[config.mk]
export PLATFORM = sky130hd
export DESIGN_NAME = dpbusy_arbiter
export DESIGN_NICKNAME = d
export VERILOG_FILES = /design/src/rtl/dpb_pkg.sv /design/src/rtl/dpb_match.sv /design/src/rtl/dpb_grant.sv /design/src/rtl/dpb_gate.sv /design/src/rtl/dpbusy_arbiter.sv
export SDC_FILE = /design/constraint.sdc
export NUM_CORES = 1
export LEC_CHECK = 0
export CAP_MARGIN = 25
export CORE_MARGIN = 8
export CORE_UTILIZATION = 43
export DETAILED_ROUTE_END_ITERATION = 8
export DONT_BUFFER_PORTS = 1
export PLACE_DENSITY_LB_ADDON = 0.12
export SKIP_LAST_GASP = 1
export SLEW_MARGIN = 0
export SYNTH_ARGS = -nofsm -noshare
export SYNTH_HDL_FRONTEND = slang
export SYNTH_SLANG_ARGS = --single-unit
[constraint.sdc]
create_clock -name clk -period 2.25 [get_ports clk]
set_input_delay 0.3375 -clock clk [delete_from_list [all_inputs] [get_ports clk]]
set_output_delay 0.3375 -clock clk [all_outputs]
set_load 0.03 [all_outputs]
[src/rtl/dpb_pkg.sv]
package dpb_pkg;
   typedef enum logic [1:0] {
      OWN_NONE  = 2'd0,
      OWN_LEFT  = 2'd1,
      OWN_RIGHT = 2'd2
   } owner_e;

   localparam int NUM_PORTS = 2;
endpackage

[src/rtl/dpb_match.sv]
module dpb_match #(
   parameter int ADDR_W = 11
) (
   input  logic                                   clk,
   input  logic                                   rst_n,
   input  logic [dpb_pkg::NUM_PORTS-1:0]          en,
   input  logic [dpb_pkg::NUM_PORTS-1:0][ADDR_W-1:0] addr,
   output logic                                   collide,
   output logic [dpb_pkg::NUM_PORTS-1:0]          stay
);
   localparam int NP = dpb_pkg::NUM_PORTS;

   assign collide = en[0] && en[1] && (addr[0] == addr[1]);

   for (genvar p = 0; p < NP; p++) begin : g_port
      logic              prev_en_q;
      logic [ADDR_W-1:0] prev_addr_q;

      always_ff @(posedge clk or negedge rst_n) begin
         if (!rst_n) begin
            prev_en_q   <= 1'b0;
            prev_addr_q <= '0;
         end else begin
            prev_en_q   <= en[p];
            prev_addr_q <= addr[p];
         end
      end

      assign stay[p] = en[p] && prev_en_q && (prev_addr_q == addr[p]);
   end
endmodule

[src/rtl/dpb_grant.sv]
module dpb_grant (
   input  logic                          clk,
   input  logic                          rst_n,
   input  logic                          collide,
   input  logic [dpb_pkg::NUM_PORTS-1:0] stay,
   output dpb_pkg::owner_e               owner_d
);
   import dpb_pkg::*;

   owner_e owner_q;

   always_comb begin
      if (!collide)
         owner_d = OWN_NONE;
      else if (owner_q != OWN_NONE && stay[0] && stay[1])
         owner_d = owner_q;
      else if (stay[1] && !stay[0])
         owner_d = OWN_RIGHT;
      else
         owner_d = OWN_LEFT;
   end

   always_ff @(posedge clk or negedge rst_n) begin
      if (!rst_n) owner_q <= OWN_NONE;
      else        owner_q <= owner_d;
   end

   AST_HOLD_KEEPS_OWNER: assert property (@(posedge clk) disable iff (!rst_n)
      (owner_q != OWN_NONE && collide && stay[0] && stay[1]) |-> (owner_d == owner_q));
   AST_NO_COLLIDE_NO_OWNER: assert property (@(posedge clk) disable iff (!rst_n)
      !collide |-> (owner_d == OWN_NONE));
endmodule

[src/rtl/dpb_gate.sv]
module dpb_gate (
   input  logic                          clk,
   input  logic                          rst_n,
   input  logic                          master_mode,
   input  dpb_pkg::owner_e               owner_d,
   input  logic [dpb_pkg::NUM_PORTS-1:0] en,
   input  logic [dpb_pkg::NUM_PORTS-1:0] wr,
   input  logic [dpb_pkg::NUM_PORTS-1:0] busy_n_in,
   output logic [dpb_pkg::NUM_PORTS-1:0] busy_n,
   output logic [dpb_pkg::NUM_PORTS-1:0] wr_gate
);
   import dpb_pkg::*;
   localparam int NP = NUM_PORTS;

   for (genvar p = 0; p < NP; p++) begin : g_port
      localparam owner_e LOSE_TO = (p == 0) ? OWN_RIGHT : OWN_LEFT;
      logic lost, blocked;

      assign lost    = master_mode && (owner_d == LOSE_TO);
      assign blocked = master_mode ? lost : !busy_n_in[p];

      always_ff @(posedge clk or negedge rst_n) begin
         if (!rst_n) begin
            busy_n[p]  <= 1'b1;
            wr_gate[p] <= 1'b0;
         end else begin
            busy_n[p]  <= !lost;
            wr_gate[p] <= en[p] && wr[p] && !blocked;
         end
      end

      AST_GATE_NEEDS_WRITE: assert property (@(posedge clk) disable iff (!rst_n)
         wr_gate[p] |-> $past(en[p] && wr[p]));
      AST_BUSY_SIDE_NO_WRITE: assert property (@(posedge clk) disable iff (!rst_n)
         !busy_n[p] |-> !wr_gate[p]);
   end

   AST_BUSY_EXCLUSIVE: assert property (@(posedge clk) disable iff (!rst_n)
      !(!busy_n[0] && !busy_n[1]));
endmodule

[src/rtl/dpbusy_arbiter.sv]
module dpbusy_arbiter #(
   parameter int ADDR_W = 11
) (
   input  logic              clk,
   input  logic              rst_n,
   input  logic              master_mode,
   input  logic              l_en,
   input  logic [ADDR_W-1:0] l_addr,
   input  logic              l_wr,
   input  logic              l_busy_n_in,
   input  logic              r_en,
   input  logic [ADDR_W-1:0] r_addr,
   input  logic              r_wr,
   input  logic              r_busy_n_in,
   output logic              l_busy_n,
   output logic              r_busy_n,
   output logic              l_wr_gate,
   output logic              r_wr_gate
);
   import dpb_pkg::*;
   localparam int NP = NUM_PORTS;

   if (ADDR_W < 1 || ADDR_W > 32) begin : g_bad_width
      $error("dpbusy_arbiter: ADDR_W must lie in 1..32");
   end

   logic [NP-1:0][ADDR_W-1:0] addr_v;
   logic [NP-1:0]             en_v, wr_v, bin_v, busy_v, gate_v, stay_v;
   logic                      collide;
   owner_e                    owner_d;

   assign addr_v = {r_addr, l_addr};
   assign en_v   = {r_en, l_en};
   assign wr_v   = {r_wr, l_wr};
   assign bin_v  = {r_busy_n_in, l_busy_n_in};

   dpb_match #(.ADDR_W(ADDR_W)) match_i (
      .clk(clk), .rst_n(rst_n), .en(en_v), .addr(addr_v),
      .collide(collide), .stay(stay_v)
   );

   dpb_grant grant_i (
      .clk(clk), .rst_n(rst_n), .collide(collide), .stay(stay_v),
      .owner_d(owner_d)
   );

   dpb_gate gate_i (
      .clk(clk), .rst_n(rst_n), .master_mode(master_mode), .owner_d(owner_d),
      .en(en_v), .wr(wr_v), .busy_n_in(bin_v),
      .busy_n(busy_v), .wr_gate(gate_v)
   );

   assign l_busy_n  = busy_v[0];
   assign r_busy_n  = busy_v[1];
   assign l_wr_gate = gate_v[0];
   assign r_wr_gate = gate_v[1];

   AST_BUSY_ONLY_ON_COLLIDE: assert property (@(posedge clk) disable iff (!rst_n)
      (!l_busy_n || !r_busy_n) |-> $past(l_en && r_en && (l_addr == r_addr)));
   AST_SIMULTANEOUS_LEFT_WINS: assert property (@(posedge clk) disable iff (!rst_n)
      (master_mode && collide && !stay_v[0] && !stay_v[1]) |=> (!r_busy_n && l_busy_n));
   AST_SLAVE_BUSY_IDLE: assert property (@(posedge clk) disable iff (!rst_n)
      !master_mode |=> (l_busy_n && r_busy_n));
   AST_SLAVE_INHIBIT_LEFT: assert property (@(posedge clk) disable iff (!rst_n)
      (!master_mode && !l_busy_n_in) |=> !l_wr_gate);
   AST_SLAVE_INHIBIT_RIGHT: assert property (@(posedge clk) disable iff (!rst_n)
      (!master_mode && !r_busy_n_in) |=> !r_wr_gate);
endmodule

==> metrics.md, run 1 <==
| Metric | Value |
|---|---|
| Status | `complete, no violations` |
| Gp weighted congestion | `around 0.76` |
| Post-synthesis sequential area ratio | `0.620` |
| Gr usage total | `0.102` |
| Synthesized cell area | `about 1200 µm²` |
| Std-Cell Rows | `19` |
| Met2 usage | `0.142` |
| Commonest cells in the netlist | `dfrtp_1, xor2_1, xnor2_1` |
| Final setup violation count | `0` |
| CP startpoint | `match_i.g_port[0].prev_addr_q[7]` |
| # diodes | `0` |
| PortBufs | `0` |
| Number of vias per cell | `5.03` |
| Top cells by area, synth | `dfrtp_1, xor2_1, xnor2_1` |
| Crit-path max FO | `3` |
| CTS sink count | `30` |
| Rel. slew slack | `0.769` |
| Most used DFF post-synth | `dfrtp_1` |
| First-pass GRT wire length | `3720 µm` |
| Die Ht | `~69 µm` |
| Vias in the first global route | `between 700 and 800` |
| Average instance area after synthesis | `13.1 µm²` |
| Hold Crit Class | `input pin to register` |
| Maximum clock insertion buffer count | `2` |
| Clk pin slew, worst setup/hold paths | `0.09 ns` |
| Remaining Overflow, GRT | `0` |
| Worst IR Drop VDD | `0.000525 V` |
| Met3 Usage GRT | `0.0930` |
| LEAKAGE | `0.664 nW` |
| Post-CTS Resized | `0` |
| CP Depth | `4` |
| YS warnings | `0` |
| FF-to-FF Start | `match_i.g_port[0].prev_addr_q[7]` |
| Fmax | `0.529 GHz` |
| Max-slew violation count | `0` |
| Drt drc | `0` |
| Fin Hold WS | `0.0239 ns` |
| Post-Syn Nets | `124` |
| Total Nets Final | `between 150 and 200` |
| Worst setup SP type | `register` |
| R2R cell count | `4` |
| Top-area cell type share of the netlist area | `0.577` |
| Vias post-DR | `769` |
| Distinct cell type count after synthesis | `17` |
| Yosys reg bits | `30` |
| Setup CP Type | `register to register` |
| Hpwl dp | `1770 µm` |
| I/O pin cnt | `35` |
| CP Cell Sequence | `xor2_1 > or4_4 > or4_4 > a21oi_1` |
| Gr busiest metal | `met2` |
| Gate Count Post-Synth | `93` |
| Biggest area consumer among synthesized cells | `dfrtp_1` |
| Most frequent cell after synthesis | `dfrtp_1` |
| CP Buf/Inv Count | `0` |
| Global Route met1 Usage | `0.102` |
| Worst hold stages | `0` |
| DRT iter0 DRCs | `31` |
| Die ar. | `4780 µm²` |
| CTS buffer count | `5` |
| CP max stage cell | `or4_4` |
| Hold Fails Final Rpt | `0` |
| Worst Max-Slew Pin Slew | `0.344 ns` |
| Worst endpoint required time | `2.51 ns` |
| Tmin final | `1.89 ns` |
| Final ANT Viol Nets | `0` |
| Initial antenna violation count | `0` |
| Crit path largest cell delay | `roughly 0.55 ns` |
| Layout Skew | `0.00405 ns` |
| Top delay family on crit path | `simple AND/OR/NAND/NOR gates` |
| TritonCTS clock tree | `built` |
| Die Span X | `69.2 µm` |
| Crit path arrival time | `2.15 ns` |
| Worst skew pair latency | `0.33 ns` |
| Maximum level of the CTS H-tree | `2` |
| Share of cells above drive strength 1 | `0.115` |
| Area delta synth->final | `27.8%` |
| Initial Util | `0.448` |
| Core Region | `2710 µm²` |
| Hold Startpoint | `r_addr[3]` |
| Synth async-reset ratio | `1.00` |
| Tcrit/Tclk final | `0.840` |
| Crit. End Element | `register` |
| Max_cap viols | `0` |
| Maximum number of pins on one net before global-route repair | `31` |
| Post-synth EDFFs | `0` |
| Root Driver | `clkbuf_4` |
| TritonRoute pass-1 iters | `4` |
| Detailed Route WL | `2490 µm` |
| Pwr per Cell Area | `691 nW/µm²` |
| Total negative slack | `0 ns` |
| WL per Instance | `16.3 µm` |
| Crit path top cell by count | `or4_4` |
| Fillers | `235` |
| RSZ-0062 raised after global routing | `no` |
stage by stage:
| step | util | cells | cell area [µm²] | total power, mW | worst slack, ns |
|---|---|---|---|---|---|
| after detailed placement | 0.463 | 124 | 1250 | 0.645 | 0.399 |
| after floorplan | - | 93 | 1210 | 0.634 | 0.440 |
| final | 0.573 | 153 | 1550 | 1.07 | 0.360 |
| after global routing | 0.573 | 153 | 1550 | 1.12 | 0.296 |
| after CTS | 0.503 | 134 | 1360 | 1.06 | 0.366 |
| after global placement | 0.463 | 124 | 1250 | 0.644 | 0.416 |
routing by layer:
metal | vias to the layer above | part of all wire
met5 | - | 0
met4 | 0 | 0.019
met3 | 5 | 0.12
met2 | 26 | 0.48
met1 | 366 | 0.39
li1 | 372 | -
cells by family after synthesis:
family          synth area share
xor+xnor                   0.238
simple gates               0.110
compound gates            0.0257
flops                      0.620
buf+inv                  0.00618
area by class of cell:
type | count | area [µm²] | share of cell area
Timing Repair Buffer | 21 | 220 | 0.142
Sequential cell | 30 | 753 | 0.485
Clock buffer | 8 | 78.8 | 0.0508
Multi-Input combinational cell | 61 | 454 | 0.293
Inverter | 2 | 7.51 | 0.00483
Tap cell | 31 | 38.8 | 0.0250
report_power, final:
part	total (mW)	switching, mW	internal, mW	leakage (nW)
clock	0.398	0.184	0.213	0.0446
combinational	0.0989	0.0387	0.0603	0.264
sequential	0.576	0.0136	0.563	0.355
total	1.07	0.237	0.836	0.664
timing repair:
item / CTS / global route
hold endpoints to repair: 30 / 19
hold buffers: 2 / 19
buffers inserted: 0 / 0
sequential cells by signal (all words and copies together) (netlist names):
name                        cells
gate_i.busy_n                   2
gate_i.wr_gate                  2
grant_i.owner_q                 2
match_i.g_port.prev_addr_q     22
match_i.g_port.prev_en_q        2
worst paths after layout:
check | slack [ns] | endpoint
worst max-delay path | 0.36 | grant_i.owner_q[0]
worst min-delay path | 0.02 | match_i.g_port[1].prev_addr_q[3]
worst max register to register | 0.36 | grant_i.owner_q[0]
worst min register to register | 0.63 | grant_i.owner_q[1]
max in group asynchronous | 1.58 | gate_i.busy_n[1]
min in group asynchronous | 0.43 | match_i.g_port[0].prev_en_q
layout by cell type, fill, tap and decap left out, types with 2 or more instances in the layout:
cell,n
dfrtp_1,28
xor2_1,25
dlygate4sd3_1,20
xnor2_1,8
nor4_1,7
clkbuf_4,5
nand2_1,4
nand3_1,3
clkbuf_8,3
or4_4,2
nand4_1,2
inv_1,2
a21oi_1,2
nor2_1,2
o211ai_1,2
dfstp_2,2
worst register-to-register path, stage by stage, from the launching register on:
cell and delay, ns:
dfrtp_1 0.40, xor2_1 0.16, or4_4 0.53, or4_4 0.55, a21oi_1 0.17
(Power assumes the default switching activity.)
==> run 2, diff against run 1 <==
--- a/config.mk
+++ b/config.mk
@@ -5,6 +5,7 @@
 export SDC_FILE = /design/constraint.sdc
 export NUM_CORES = 1
 export LEC_CHECK = 0
+export ABC_AREA = 1
 export CAP_MARGIN = 25
 export CORE_MARGIN = 8
 export CORE_UTILIZATION = 43
==> constraint.sdc (replaced) <==
create_clock -name clk -period 1.97 [get_ports clk]
set_input_delay 0.2955 -clock clk [delete_from_list [all_inputs] [get_ports clk]]
set_output_delay 0.2955 -clock clk [all_outputs]
set_load 0.03 [all_outputs]
==> metrics.md, run 2 <==
| Metric | Value |
|---|---|
| Status | `complete, no violations` |
| CP max stage cell | `dfrtp_1` |
| Detailed Route WL | `3260 µm (+31%)` |
| YS warnings | `0 (unchanged)` |
| Synth async-reset ratio | `1.00 (unchanged)` |
| Worst Max-Slew Pin Slew | `0.278 ns (-0.0662 ns)` |
| Root Driver | `clkbuf_4` |
| Vias post-DR | `1221 (+59%)` |
| Commonest non-fill, non-tap cell in the layout | `nand2_1` |
| Maximum level of the CTS H-tree | `2 (unchanged)` |
| Max_cap viols | `0 (unchanged)` |
| CTS sink count | `30 (unchanged)` |
| Most frequent cell after synthesis | `nand2_1` |
| Std-Cell Rows | `21 (+2)` |
| Hpwl dp | `2420 µm (+37%)` |
| Layout Cells excl Fill | `284 (+86%)` |
| CP Buf/Inv Count | `2 (+2)` |
| Area delta synth->final | `26.4%` |
| Post-CTS Resized | `0 (unchanged)` |
| Biggest area consumer among synthesized cells | `dfrtp_1` |
| Core Region | `3390 µm² (+25%)` |
| Total negative slack | `0 ns (unchanged)` |
| Die Ht | `75.6 µm (+9.4%)` |
| Leading cell types in the layout, fill and taps excluded | `nand2_1, inv_1, dfrtp_1` |
| Fillers | `346 (+47%)` |
| Crit. End Element | `register` |
| TritonRoute pass-1 iters | `4 (unchanged)` |
| Crit-path max FO | `2 (-1)` |
| RSZ-0062 raised after global routing | `no` |
| WL per Instance | `11.5 µm (-30%)` |
| Rel. slew slack | `0.815 (+0.0464)` |
| Total Nets Final | `268 (+76%)` |
| Hold buffers post-CTS | `26 (+24)` |
| Final Core Density | `0.570 (-0.00299)` |
| Distinct cell type count after synthesis | `16 (-1)` |
| Worst endpoint required time | `2.20 ns (-0.31 ns)` |
| Placed cells | `250 (+100%)` |
| Initial antenna violation count | `0 (unchanged)` |
| Final setup violation count | `0 (unchanged)` |
| FF-to-FF Start | `match_i.g_port[1].prev_addr_q[0]` |
| Synthesized cell area | `1530 µm² (+26%)` |
| Worst IR Drop VDD | `0.000466 V (-11%)` |
| Number of vias per cell | `4.30 (-14%)` |
| Post-CTS Setup Inserts | `0 (unchanged)` |
| Register Area | `753 µm² (unchanged)` |
| Top delay family on crit path | `simple AND/OR/NAND/NOR gates` |
| Gate Count Post-Synth | `204 (+120%)` |
| Post-synth EDFFs | `0 (unchanged)` |
| Initial Util | `0.451 (+0.00280)` |
| # diodes | `0 (unchanged)` |
| CP startpoint | `match_i.g_port[1].prev_addr_q[0]` |
| Design Power | `1.30 mW (+21%)` |
| Final Cell Area | `1930 µm² (+24%)` |
| Setup CP Type | `register to register` |
| Commonest cells in the netlist | `nand2_1, inv_1, dfrtp_1` |
| Hold Fails Final Rpt | `0 (unchanged)` |
| Max-slew violation count | `0 (unchanged)` |
| Gp weighted congestion | `0.859 (+13%)` |
| Vias in the first global route | `1302 (+69%)` |
| Die Span X | `75.6 µm (+9.4%)` |
| Post-synthesis sequential area ratio | `0.493 (-0.127)` |
| Hold Startpoint | `l_wr` |
| Number of flip-flops in the largest register | `22 (unchanged)` |
| Post-Syn Nets | `235 (+90%)` |
| Multi-input gate area in the final layout | `596 µm² (+31%)` |
| Pwr per Cell Area | `674 nW/µm² (-2.4%)` |
| TritonCTS clock tree | `built` |
| Crit path arrival time | `1.61 ns (-0.54 ns)` |
| CP Cell Sequence | `xnor2_1 > nand2_1 > nor2_1 > inv_1 > nor2_2 > nand2_1 > nand2_2 > inv_2 > nor2_2 > nor2_1` |
| Final ANT Viol Nets | `0 (unchanged)` |
| Maximum number of pins on one net before global-route repair | `31 (unchanged)` |
| DP Area | `1590 µm² (+27%)` |
| PortBufs | `0 (unchanged)` |
| Fmax | `0.723 GHz (+37%)` |
| Remaining Overflow, GRT | `0 (unchanged)` |
| Die ar. | `5720 µm² (+20%)` |
| I/O pin cnt | `35 (unchanged)` |
| Reg with most FFs | `match_i.g_port.prev_addr_q` |
| Top-area cell type share of the netlist area | `0.458 (-0.118)` |
| Layout Skew | `0.0104 ns (+0.00631 ns)` |
| Drt drc | `0 (unchanged)` |
| CTS buffer count | `5 (unchanged)` |
| Clk pin slew, worst setup/hold paths | `0.10 ns (about the same)` |
| Tmin final | `1.38 ns (-0.506 ns)` |
| Hold Crit Class | `input pin to register` |
| Share of cells above drive strength 1 | `0.134 (+0.0197)` |
| Average instance area after synthesis | `7.49 µm² (-43%)` |
| DRT iter0 DRCs | `32 (+3.2%)` |
| Gr usage total | `0.130 (+0.0279)` |
| Crit path largest cell delay | `0.39 ns (-0.16 ns)` |
| Top cells by area, synth | `dfrtp_1, nand2_1, inv_1` |
| Most used DFF post-synth | `dfrtp_1` |
| Maximum clock insertion buffer count | `2 (unchanged)` |
| Worst skew pair latency | `0.33 ns (about the same)` |
| Yosys reg bits | `30 (unchanged)` |
| LEAKAGE | `1.01 nW (+52%)` |
| Worst setup SP type | `register` |
| First-pass GRT wire length | `5450 µm (+47%)` |
| Tcrit/Tclk final | `0.702 (-0.137)` |
-- run 2: changes by cell type after synthesis, moves of 2 or more --
| cell | delta |
|---|---|
| xnor2_1 | +2 |
| nand3_1 | +5 |
| nand2_2 | +3 |
| inv_1 | +39 |
| or4_4 | -2 |
| nor2_4 | +2 |
| nor2_1 | +9 |
| nor4_1 | -7 |
| nand2_1 | +73 |
| nand4_1 | -2 |
| xor2_1 | -25 |
| inv_2 | +7 |
| nor2_2 | +9 |
-- run 2: stage by stage --
stage          setup WS (ns)  hold slack, ns
6_report               0.586           0.101
5_1_grt                0.401          0.0962
4_1_cts                0.586          0.0959
3_5_place_dp           0.597         0.00152
3_3_place_gp           0.616         0.00127
2_1_floorplan          0.745      -0.0000911
-- run 2: area by class of cell --
| class | instances | share of cell area |
|---|---|---|
| Inverter | 48 | 0.0933 |
| Multi-Input combinational cell | 126 | 0.308 |
| Clock buffer | 7 | 0.0233 |
| Tap cell | 46 | 0.0298 |
| Timing Repair Buffer | 26 | 0.140 |
| Sequential cell | 30 | 0.390 |
| Clock inverter | 1 | 0.0155 |
-- run 2: per-layer routing --
layer,GRT usage,vias to the layer above,part of all wire
met2,0.215,22,0.50
met1,0.147,541,0.42
met4,0.0640,0,0.020
met5,0,-,0
met3,0.0434,8,0.067
li1,-,650,-
-- run 2: cell families (layout without fill, tap and decap cells) --
family | after synthesis | after routing | share of synthesized area
xor gates and xnor gates | 10 | 10 | 0.0573
buffers and inverters | 48 | 82 | 0.118
and+or+nand+nor | 111 | 111 | 0.310
DFF | 30 | 30 | 0.493
AOI/OAI and AO/OA | 5 | 5 | 0.0221
-- run 2: where the power goes --
part           leakage [nW]  switching [mW]  internal (mW)
registers             0.355          0.0164          0.642
logic                 0.614          0.0825         0.0875
clock network        0.0395           0.205          0.269
-- run 2: worst reg2reg max path: stages, from the launching register on --
cell and delay (ns):
dfrtp_1 0.39, xnor2_1 0.15, nand2_1 0.08, nor2_1 0.13, inv_1 0.07, nor2_2 0.12, nand2_1 0.08, nand2_2 0.08
inv_2 0.04, nor2_2 0.10, nor2_1 0.05
-- run 2: final timing paths --
kind	depth (start not counted)	endpoint	slack (ns)
worst max-delay path	10	gate_i.wr_gate[0]	0.59
worst min-delay path	2	gate_i.wr_gate[0]	0.10
worst max register to register	10	gate_i.wr_gate[0]	0.59
worst min register to register	4	grant_i.owner_q[1]	0.67
max in group asynchronous	2	gate_i.busy_n[1]	1.35
min in group asynchronous	2	match_i.g_port[0].prev_addr_q[1]	0.39
